==> src/rtl/subcmd_pkg.sv <==
package subcmd_pkg;

    typedef enum logic [1:0] {
        LVL_FULL     = 2'b00,
        LVL_UNSEALED = 2'b01,
        LVL_SEALED   = 2'b10
    } sec_level_e;

    typedef enum logic [3:0] {
        CL_NONE,
        CL_DEEPSLEEP,
        CL_SHUTDOWN,
        CL_RESET,
        CL_SEAL,
        CL_CFG_ENTER,
        CL_CFG_EXIT,
        CL_PF_ARM,
        CL_PF_FIRE,
        CL_GUARDED
    } cmd_class_e;

    typedef enum logic [1:0] {
        PEND_NONE,
        PEND_DEEPSLEEP,
        PEND_SHUTDOWN,
        PEND_PF
    } pend_e;

    typedef struct packed {
        logic deepsleep;
        logic shutdown;
        logic fast_shutdown;
        logic reset;
        logic seal;
        logic pf_force;
        logic cfg_enter;
        logic cfg_exit;
        logic reject;
    } pulse_t;

    localparam logic [15:0] W_DEEPSLEEP  = 16'h000F;
    localparam logic [15:0] W_SHUTDOWN   = 16'h0010;
    localparam logic [15:0] W_RESET      = 16'h0012;
    localparam logic [15:0] W_FETT_LO    = 16'h001C;
    localparam logic [15:0] W_FETT_HI    = 16'h0020;
    localparam logic [15:0] W_SEAL       = 16'h0030;
    localparam logic [15:0] W_CFG_ENTER  = 16'h0090;
    localparam logic [15:0] W_CFG_EXIT   = 16'h0092;
    localparam logic [15:0] W_PF_ARM     = 16'h2857;
    localparam logic [15:0] W_PF_FIRE    = 16'h29A3;

    localparam int N_GUARD_XTRA = 5;
    localparam logic [15:0] GUARD_XTRA [N_GUARD_XTRA] = '{
        16'h0022, 16'h0024, 16'h29BC, 16'h29E7, 16'h7C40
    };

endpackage

==> src/rtl/subcmd_classify.sv <==
module subcmd_classify
    import subcmd_pkg::*;
(
    input  logic [15:0] word_i,
    output cmd_class_e  class_o,
    output logic        privileged_o
);

    logic xtra_hit;

    always_comb begin
        xtra_hit = 1'b0;
        for (int i = 0; i < N_GUARD_XTRA; i++) begin
            if (word_i == GUARD_XTRA[i]) xtra_hit = 1'b1;
        end
    end

    always_comb begin
        class_o = CL_NONE;
        unique case (word_i)
            W_DEEPSLEEP: class_o = CL_DEEPSLEEP;
            W_SHUTDOWN:  class_o = CL_SHUTDOWN;
            W_RESET:     class_o = CL_RESET;
            W_SEAL:      class_o = CL_SEAL;
            W_CFG_ENTER: class_o = CL_CFG_ENTER;
            W_CFG_EXIT:  class_o = CL_CFG_EXIT;
            W_PF_ARM:    class_o = CL_PF_ARM;
            W_PF_FIRE:   class_o = CL_PF_FIRE;
            default: begin
                if (xtra_hit || (word_i >= W_FETT_LO && word_i <= W_FETT_HI))
                    class_o = CL_GUARDED;
            end
        endcase
    end

    always_comb begin
        privileged_o = (class_o == CL_RESET) || (class_o == CL_SEAL) ||
                       (class_o == CL_CFG_ENTER) || (class_o == CL_GUARDED);
    end

endmodule

==> src/rtl/subcmd_window.sv <==
module subcmd_window #(
    parameter int WINDOW_TICKS = 4
) (
    input  logic clk,
    input  logic rst_n,
    input  logic arm_i,
    input  logic cancel_i,
    input  logic tick_i,
    output logic open_o
);

    localparam int CNT_W = (WINDOW_TICKS < 2) ? 1 : $clog2(WINDOW_TICKS);
    localparam logic [CNT_W-1:0] LAST = CNT_W'(WINDOW_TICKS - 1);

    typedef struct packed {
        logic             open;
        logic [CNT_W-1:0] cnt;
    } win_t;

    win_t win_d, win_q;

    always_comb begin
        win_d = win_q;
        if (arm_i) begin
            win_d.open = 1'b1;
            win_d.cnt  = '0;
        end else if (cancel_i) begin
            win_d.open = 1'b0;
            win_d.cnt  = '0;
        end else if (win_q.open && tick_i) begin
            if (win_q.cnt == LAST) begin
                win_d.open = 1'b0;
                win_d.cnt  = '0;
            end else begin
                win_d.cnt = win_q.cnt + 1'b1;
            end
        end
    end

    always_ff @(posedge clk or negedge rst_n) begin
        if (!rst_n) win_q <= '0;
        else        win_q <= win_d;
    end

    assign open_o = win_q.open;

    // the last counted tick closes the window
    p_window_expires_r8: assert property (@(posedge clk) disable iff (!rst_n)
        (win_q.open && tick_i && !arm_i && !cancel_i && win_q.cnt == LAST) |=> !win_q.open);

    // arming always opens a fresh window
    p_arm_opens_r8: assert property (@(posedge clk) disable iff (!rst_n)
        arm_i |=> (win_q.open && win_q.cnt == '0));

    // a cancel without a re-arm closes the window
    p_cancel_closes_r9: assert property (@(posedge clk) disable iff (!rst_n)
        (cancel_i && !arm_i) |=> !win_q.open);

endmodule

==> src/rtl/subcmd_guard.sv <==
module subcmd_guard
    import subcmd_pkg::*;
#(
    parameter int WINDOW_TICKS = 4
) (
    input  logic        clk,
    input  logic        rst_n,
    input  logic [15:0] cmd_word,
    input  logic        cmd_wr,
    input  logic        tick,
    input  logic        unseal_req,
    input  logic        full_access_req,
    output logic        act_deepsleep,
    output logic        act_shutdown,
    output logic        act_fast_shutdown,
    output logic        act_reset,
    output logic        act_seal,
    output logic        act_pf_force,
    output logic        act_cfg_enter,
    output logic        act_cfg_exit,
    output logic        cmd_reject,
    output logic [1:0]  sec_level
);

    typedef struct packed {
        sec_level_e level;
        pend_e      pend;
        pulse_t     pulse;
    } guard_t;

    guard_t     st_d, st_q;
    cmd_class_e cls;
    logic       privileged;
    logic       win_open;
    logic       arm, cancel;
    logic       blocked, confirm;

    subcmd_classify u_classify (
        .word_i       (cmd_word),
        .class_o      (cls),
        .privileged_o (privileged)
    );

    subcmd_window #(.WINDOW_TICKS(WINDOW_TICKS)) u_window (
        .clk      (clk),
        .rst_n    (rst_n),
        .arm_i    (arm),
        .cancel_i (cancel),
        .tick_i   (tick),
        .open_o   (win_open)
    );

    always_comb begin
        blocked = privileged && (st_q.level == LVL_SEALED);
        confirm = win_open && (
                  (st_q.pend == PEND_DEEPSLEEP && cls == CL_DEEPSLEEP) ||
                  (st_q.pend == PEND_SHUTDOWN  && cls == CL_SHUTDOWN)  ||
                  (st_q.pend == PEND_PF        && cls == CL_PF_FIRE));
    end

    always_comb begin
        st_d       = st_q;
        st_d.pulse = '0;
        arm        = 1'b0;
        cancel     = 1'b0;

        if (cmd_wr) begin
            if (blocked) begin
                st_d.pulse.reject = 1'b1;
                st_d.pend         = PEND_NONE;
                cancel            = 1'b1;
            end else if (confirm) begin
                st_d.pend = PEND_NONE;
                cancel    = 1'b1;
                unique case (st_q.pend)
                    PEND_DEEPSLEEP: st_d.pulse.deepsleep = 1'b1;
                    PEND_SHUTDOWN: begin
                        st_d.pulse.shutdown      = 1'b1;
                        st_d.pulse.fast_shutdown = (st_q.level != LVL_SEALED);
                    end
                    PEND_PF:        st_d.pulse.pf_force = 1'b1;
                    default: ;
                endcase
            end else begin
                st_d.pend = PEND_NONE;
                cancel    = 1'b1;
                unique case (cls)
                    CL_DEEPSLEEP: begin
                        st_d.pend = PEND_DEEPSLEEP;
                        arm       = 1'b1;
                    end
                    CL_SHUTDOWN: begin
                        st_d.pend = PEND_SHUTDOWN;
                        arm       = 1'b1;
                    end
                    CL_PF_ARM: begin
                        st_d.pend = PEND_PF;
                        arm       = 1'b1;
                    end
                    CL_RESET:     st_d.pulse.reset     = 1'b1;
                    CL_CFG_ENTER: st_d.pulse.cfg_enter = 1'b1;
                    CL_CFG_EXIT:  st_d.pulse.cfg_exit  = 1'b1;
                    CL_SEAL: begin
                        st_d.pulse.seal = 1'b1;
                        st_d.level      = LVL_SEALED;
                    end
                    default: ;
                endcase
                if (arm) cancel = 1'b0;
            end
        end

        if (!st_d.pulse.seal) begin
            if (unseal_req && st_q.level == LVL_SEALED)
                st_d.level = LVL_UNSEALED;
            else if (full_access_req && st_q.level == LVL_UNSEALED)
                st_d.level = LVL_FULL;
        end
    end

    always_ff @(posedge clk or negedge rst_n) begin
        if (!rst_n) begin
            st_q.level <= LVL_SEALED;
            st_q.pend  <= PEND_NONE;
            st_q.pulse <= '0;
        end else begin
            st_q <= st_d;
        end
    end

    assign act_deepsleep     = st_q.pulse.deepsleep;
    assign act_shutdown      = st_q.pulse.shutdown;
    assign act_fast_shutdown = st_q.pulse.fast_shutdown;
    assign act_reset         = st_q.pulse.reset;
    assign act_seal          = st_q.pulse.seal;
    assign act_pf_force      = st_q.pulse.pf_force;
    assign act_cfg_enter     = st_q.pulse.cfg_enter;
    assign act_cfg_exit      = st_q.pulse.cfg_exit;
    assign cmd_reject        = st_q.pulse.reject;
    assign sec_level         = st_q.level;

    // at most one action or reject per cycle
    p_single_action_r11: assert property (@(posedge clk) disable iff (!rst_n)
        $onehot0({act_deepsleep, act_shutdown, act_reset, act_seal,
                  act_pf_force, act_cfg_enter, act_cfg_exit, cmd_reject}));

    // every pulse stems from a write on the previous edge
    p_pulse_needs_write_r11: assert property (@(posedge clk) disable iff (!rst_n)
        (act_deepsleep || act_shutdown || act_reset || act_seal || act_pf_force ||
         act_cfg_enter || act_cfg_exit || cmd_reject) |-> $past(cmd_wr));

    // fast shutdown only with shutdown, and only from a raised level
    p_fast_with_shutdown_r3: assert property (@(posedge clk) disable iff (!rst_n)
        act_fast_shutdown |-> (act_shutdown && $past(sec_level) != LVL_SEALED));

    // rejects happen only while sealed
    p_reject_when_sealed_r6: assert property (@(posedge clk) disable iff (!rst_n)
        cmd_reject |-> ($past(sec_level) == LVL_SEALED && sec_level == LVL_SEALED));

    // seal lands in the sealed level
    p_seal_level_r7: assert property (@(posedge clk) disable iff (!rst_n)
        act_seal |-> (sec_level == LVL_SEALED));

    // PF force follows a firing word
    p_pf_on_fire_word_r4: assert property (@(posedge clk) disable iff (!rst_n)
        act_pf_force |-> ($past(cmd_wr) && $past(cmd_word) == W_PF_FIRE));

    // deep sleep follows its own word
    p_ds_on_word_r2: assert property (@(posedge clk) disable iff (!rst_n)
        act_deepsleep |-> ($past(cmd_wr) && $past(cmd_word) == W_DEEPSLEEP));

endmodule

==> config.mk <==
export PLATFORM = sky130hd
export DESIGN_NAME = subcmd_guard
export DESIGN_NICKNAME = d
export VERILOG_FILES = /design/src/rtl/subcmd_pkg.sv /design/src/rtl/subcmd_classify.sv /design/src/rtl/subcmd_window.sv /design/src/rtl/subcmd_guard.sv
export SDC_FILE = /design/constraint.sdc
export NUM_CORES = 1
export LEC_CHECK = 0
export ABC_AREA = 1
export BUFFER_PORTS_ARGS = -buffer_cell sky130_fd_sc_hd__buf_2
export CORE_UTILIZATION = 53
export CTS_CLUSTER_SIZE = 30
export DETAILED_ROUTE_END_ITERATION = 8
export GPL_ROUTABILITY_DRIVEN = 0
export PLACE_DENSITY_LB_ADDON = 0.1
export SETUP_SLACK_MARGIN = 0.4
export SLEW_MARGIN = 20
export SYNTH_ARGS = -nofsm -noshare
export SYNTH_HDL_FRONTEND = slang
export SYNTH_SLANG_ARGS = --single-unit
export TNS_END_PERCENT = 20
==> constraint.sdc <==
create_clock -name clk -period 1.6 [get_ports clk]
set_input_delay 0.32 -clock clk [delete_from_list [all_inputs] [get_ports clk]]
set_output_delay 0.32 -clock clk [all_outputs]
set_load 0.01 [all_outputs]
==> results.cfg, run 1 <==
[run_status]
status = stopped before the end
stop_error = [ERROR DPL-0038] Utilization greater than 100%, impossible to legalize
failing_step = global routing

[clocking]
ctsHtreeMaxLevel = 1
clockRootBuffer = sky130_fd_sc_hd__clkbuf_4
total_cts_buffers = 3
clockBufferDepth = 2
numClockSinks = 16

[synth]
ys_ff_latch = 16
syn_area_per_cell_sq_um = 5.999
post_synth_instance_area_sq_um = 1344
synth.distinct_cells = 23
synth_area_leaders = sky130_fd_sc_hd__dfrtp_1 28%, sky130_fd_sc_hd__nand2_1 19%, sky130_fd_sc_hd__nor2_1 13%
synth_warnings = 0
postSynthNetCount = 247
yosys.area.top_type_share = 0.2793
synth_top_cell_by_area = sky130_fd_sc_hd__dfrtp_1
syn-instance-count = 224
share_of_synthesized_area_occupied_by_flip_flops_and_latches = 0.2989

[floorplan]
design.portCount = 33
starting_density = 0.5850
fp.dieH_um = 52.36
rows = 17
die_w_um = 52.36

[global_routing]
maximum_number_of_pins_on_one_net_before_global_route_repair = 17

[sta]
repair-timing-grt-worst-ep = act_deepsleep$_DFF_PN0_/D
worst-endpoint-pin-kind = sequential cell input

[place]
placedInstanceArea_sq_um = 1752
io_buffer_count = 32
dp_hpwl_um = 2824
==> kinds of logic after synthesis <==
kind of cell / after synthesis / share of synthesized area
compound gates: 14 / 0.05866
fa+ha+maj: 1 / 0.009309
buf+inv: 35 / 0.1033
flops: 16 / 0.2989
simple gates: 158 / 0.5298
==> synthesized netlist by cell type (all sizes together) <==
| cell type | n |
|---|---|
| nand4 | 5 |
| nor3 | 2 |
| nand2 | 72 |
| nor2 | 54 |
| a2bb2oi | 1 |
| o221ai | 1 |
| nor4 | 2 |
| nand3 | 22 |
| a31oi | 1 |
| a21oi | 3 |
| inv | 33 |
| buf | 2 |
| dfrtp | 15 |
| dfstp | 1 |
| ha | 1 |
| o21ai | 8 |
| and3 | 1 |
==> metrics by stage <==
stage	hold slack (ns)	util	setup TNS, ns	instances	setup slack, ns
after floorplan	0.02441	-	0	224	0.02218
after global placement	0.2417	0.7625	-2.575	307	-0.2669
after detailed placement	0.2465	0.7625	-3.393	307	-0.3683
after CTS	0.2736	0.8856	0	323	0.07341
==> repair_timing <==
action	in CTS
endpoints found under the setup margin	16
endpoints found under the hold margin	15
resized for setup	44
pin swaps	15
cloned	1
setup buffers	10
hold buffers	1
==> run 2: changes to the inputs <==
--- a/config.mk
+++ b/config.mk
@@ -7,12 +7,11 @@
 export LEC_CHECK = 0
 export ABC_AREA = 1
 export BUFFER_PORTS_ARGS = -buffer_cell sky130_fd_sc_hd__buf_2
-export CORE_UTILIZATION = 53
-export CTS_CLUSTER_SIZE = 30
+export CORE_AREA = 2 2 63 65
 export DETAILED_ROUTE_END_ITERATION = 8
+export DIE_AREA = 0 0 65 67
 export GPL_ROUTABILITY_DRIVEN = 0
-export PLACE_DENSITY_LB_ADDON = 0.1
-export SETUP_SLACK_MARGIN = 0.4
+export PLACE_DENSITY_LB_ADDON = 0.15
 export SLEW_MARGIN = 20
 export SYNTH_ARGS = -nofsm -noshare
 export SYNTH_HDL_FRONTEND = slang
==> run 2 against run 1 <==
Against the previous run:
- the flow now finishes, with violations (negative setup slack)
- area after synthesis unchanged
- synthesized cell count unchanged
==> results.cfg, run 2 <==
[sta]
worst_clock_skew_ns = 0.001104
slew-limit-headroom = 0.7722
final.min_clock_period_ns = 1.667
final.hold.worst_slack_ns = 0.3205
setup_repair_after_global_routing_missed_its_margin = true
period_share = 1.042
setup_viol = 7
timing_worst_slew_pin_value_ns = 0.3417
setup_slack_ns = -0.06667
hold_violations = 0
drv_slew = 0
max_freq_mhz = 600.0

[global_routing]
grt_pass1_vias = 1337
maximum_number_of_pins_on_one_net_before_global_route_repair = 17
grt_util_met2 = 0.2564
grt_util_met3 = 0.03041
grt_usage = 0.1593
initial_antenna_violation_count = 0
first_pass_grt_wire_length_um = 5471
gr-usage-met1 = 0.2249
gr_overflow_total = 0
top_usage_layer = met2

[clocking]
numClockSinks = 16
path_clk_slew_ns = 0.06
clockBufferDepth = 2
ctsHtreeMaxLevel = 1
clockRootBuffer = sky130_fd_sc_hd__clkbuf_8
tritoncts = built
clk-insertion-delay-late_ns = 0.24
total_cts_buffers = 3

[synth]
postSynthNetCount = 247
syn_area_per_cell_sq_um = 5.999
synth.distinct_cells = 23
yosysMostFrequentCell = sky130_fd_sc_hd__nand2_1
yosys.area.top_type_share = 0.2793
synth_warnings = 0
synth_top_cell_by_area = sky130_fd_sc_hd__dfrtp_1
post_synth_instance_area_sq_um = 1344
netlist_top_cells_count = 69 x sky130_fd_sc_hd__nand2_1, 45 x sky130_fd_sc_hd__nor2_1, 29 x sky130_fd_sc_hd__inv_1
share_of_synthesized_area_occupied_by_flip_flops_and_latches = 0.2989
synth_area_leaders = sky130_fd_sc_hd__dfrtp_1 28%, sky130_fd_sc_hd__nand2_1 19%, sky130_fd_sc_hd__nor2_1 13%
ys_ff_latch = 16
postSynth.asyncResetShare = 1.000
synth_edf_count = 0
ys_dominant_reg_cell = sky130_fd_sc_hd__dfrtp_1
syn-instance-count = 224

[place]
io_buffer_count = 32
placedInstanceArea_sq_um = 1777
dp_hpwl_um = 2733

[min_path]
worstHoldStart = unseal_req
hold_depth = 3
holdPathEnd = sec_level[0]
worst_hold_path_type = in -> reg

[final_layout]
share_of_layout_cells_above_drive_strength_1 = 0.4832
mostFrequentLayoutCell = sky130_fd_sc_hd__nand2_1
final_cell_mix = 54 x sky130_fd_sc_hd__nand2_1, 40 x sky130_fd_sc_hd__buf_4, 29 x sky130_fd_sc_hd__nor2_1, 24 x sky130_fd_sc_hd__inv_1, 24 x sky130_fd_sc_hd__buf_2
num_antenna_cells = 0
fin_util = 0.6062
flow.area_growth_from_synthesis_pct = 62.66
final_nets = 322
finalInstanceArea_sq_um = 2186

[floorplan]
fp.dieH_um = 67
rows = 22
die_area_sq_um = 4355
die_w_um = 65
placeableCoreArea_sq_um = 3606
starting_density = 0.3727
design.portCount = 33

[setup_path]
timing.critical_path.to_type = flop
path_type_of_the_worst_setup_path = in -> reg
rr_endpoint = sec_level[1]
required_ns = 1.78
critical_path.startpoint_type = primary input
ff2ff_path_depth = 7
critical_path.max_fanout = 5
crit-reg2reg-launch = sec_level[1]
regToRegSetupSlack_ns = 0.31
timing.critical_path.arrival_ns = 1.85

[pwr]
leakage_uw = 0.001219
peakVddDrop_v = 0.0006252
power.density_cell_area_nw_per_um2 = 437.3

[run]
timing.max_cap.violations = 0

[detailed_routing]
routed_wl_um = 3638
antenna_violating_nets_post_route = 0
wire_per_inst_um = 10.51
post-route-drc-count = 0
drt_pass_1_iters = 4
drt-initial-drc-count = 51
vias_after_detailed_routing = 1591
routed_via_density = 4.598

[run_status]
violations = negative setup slack
status = finished, violations left
run 2: critical path: stages:
cell	delay (ns)
sky130_fd_sc_hd__buf_4	0.14
sky130_fd_sc_hd__nor2_4	0.15
sky130_fd_sc_hd__buf_6	0.11
sky130_fd_sc_hd__nand2_1	0.06
sky130_fd_sc_hd__nor2_1	0.11
sky130_fd_sc_hd__nand2_1	0.10
sky130_fd_sc_hd__buf_4	0.14
sky130_fd_sc_hd__buf_4	0.14
sky130_fd_sc_hd__a21oi_2	0.12
sky130_fd_sc_hd__nand2_1	0.07
sky130_fd_sc_hd__nand3_2	0.09
sky130_fd_sc_hd__nand2_4	0.07
sky130_fd_sc_hd__inv_2	0.07
sky130_fd_sc_hd__nand2_2	0.06
sky130_fd_sc_hd__nor2_2	0.11
run 2: power by group:
part           switching (uW)  internal (uW)
registers               0.360            405
clock network             127            218
logic                     115           89.6
run 2: area by class of cell:
type                       count  area, sq um
fill                         354         1420
multi-input combinational    173         1032
timing repair buffer          72        513.0
sequential                    16        401.6
inverter                      33        123.9
tap                           48        60.06
clock buffer                   4        55.05
run 2: metal layers:
layer / vias to the layer above / share of wire
met3: 6 / 0.035
met4: 0 / 0.012
li1: 855 / -
met5: - / 0
met1: 703 / 0.49
met2: 27 / 0.47
run 2: stage by stage:
step / setup TNS (ns) / power [uW] / instances / worst slack, ns
floorplan: 0 / 478.1 / 224 / 0.008963
global placement: -3.411 / 569.7 / 332 / -0.3345
detailed placement: -3.351 / 569.9 / 332 / -0.3095
CTS: -0.06604 / 923.3 / 337 / -0.04116
global route: -2.080 / 1003 / 346 / -0.2326
finish: -0.1793 / 955.8 / 346 / -0.06667
run 2: worst max-delay path by stage:
stage | startpoint | to | slack [ns]
3_5_place_dp | cmd_word[9] | u_window.open_o | -0.31
3_3_place_gp | cmd_word[9] | u_window.open_o | -0.33
6_report | cmd_word[2] | act_shutdown | -0.07
4_1_cts | cmd_word[3] | act_shutdown | -0.04
2_1_floorplan | cmd_word[14] | act_shutdown | 0.009
5_1_grt | cmd_word[2] | act_shutdown | -0.23
run 2: cell families (layout without fill, tap and decap cells):
| kind of cell | after synthesis | in the layout | share of synthesized area |
|---|---|---|---|
| simple gates | 158 | 158 | 0.5298 |
| buf+inv | 35 | 109 | 0.1033 |
| flops | 16 | 16 | 0.2989 |
| compound gates | 14 | 14 | 0.05866 |
| fa+ha+maj | 1 | 1 | 0.009309 |
run 2: timing repair:
| action | in CTS | in global routing |
|---|---|---|
| gates resized for setup | 5 | 77 |
| setup endpoints to repair | 9 | 13 |
| hold buffers | 1 | 0 |
| hold endpoints to repair | 15 | 0 |
| pin swaps | 1 | 29 |
| buffers inserted | 0 | 9 |
Power figures use the tool's default switching activity.
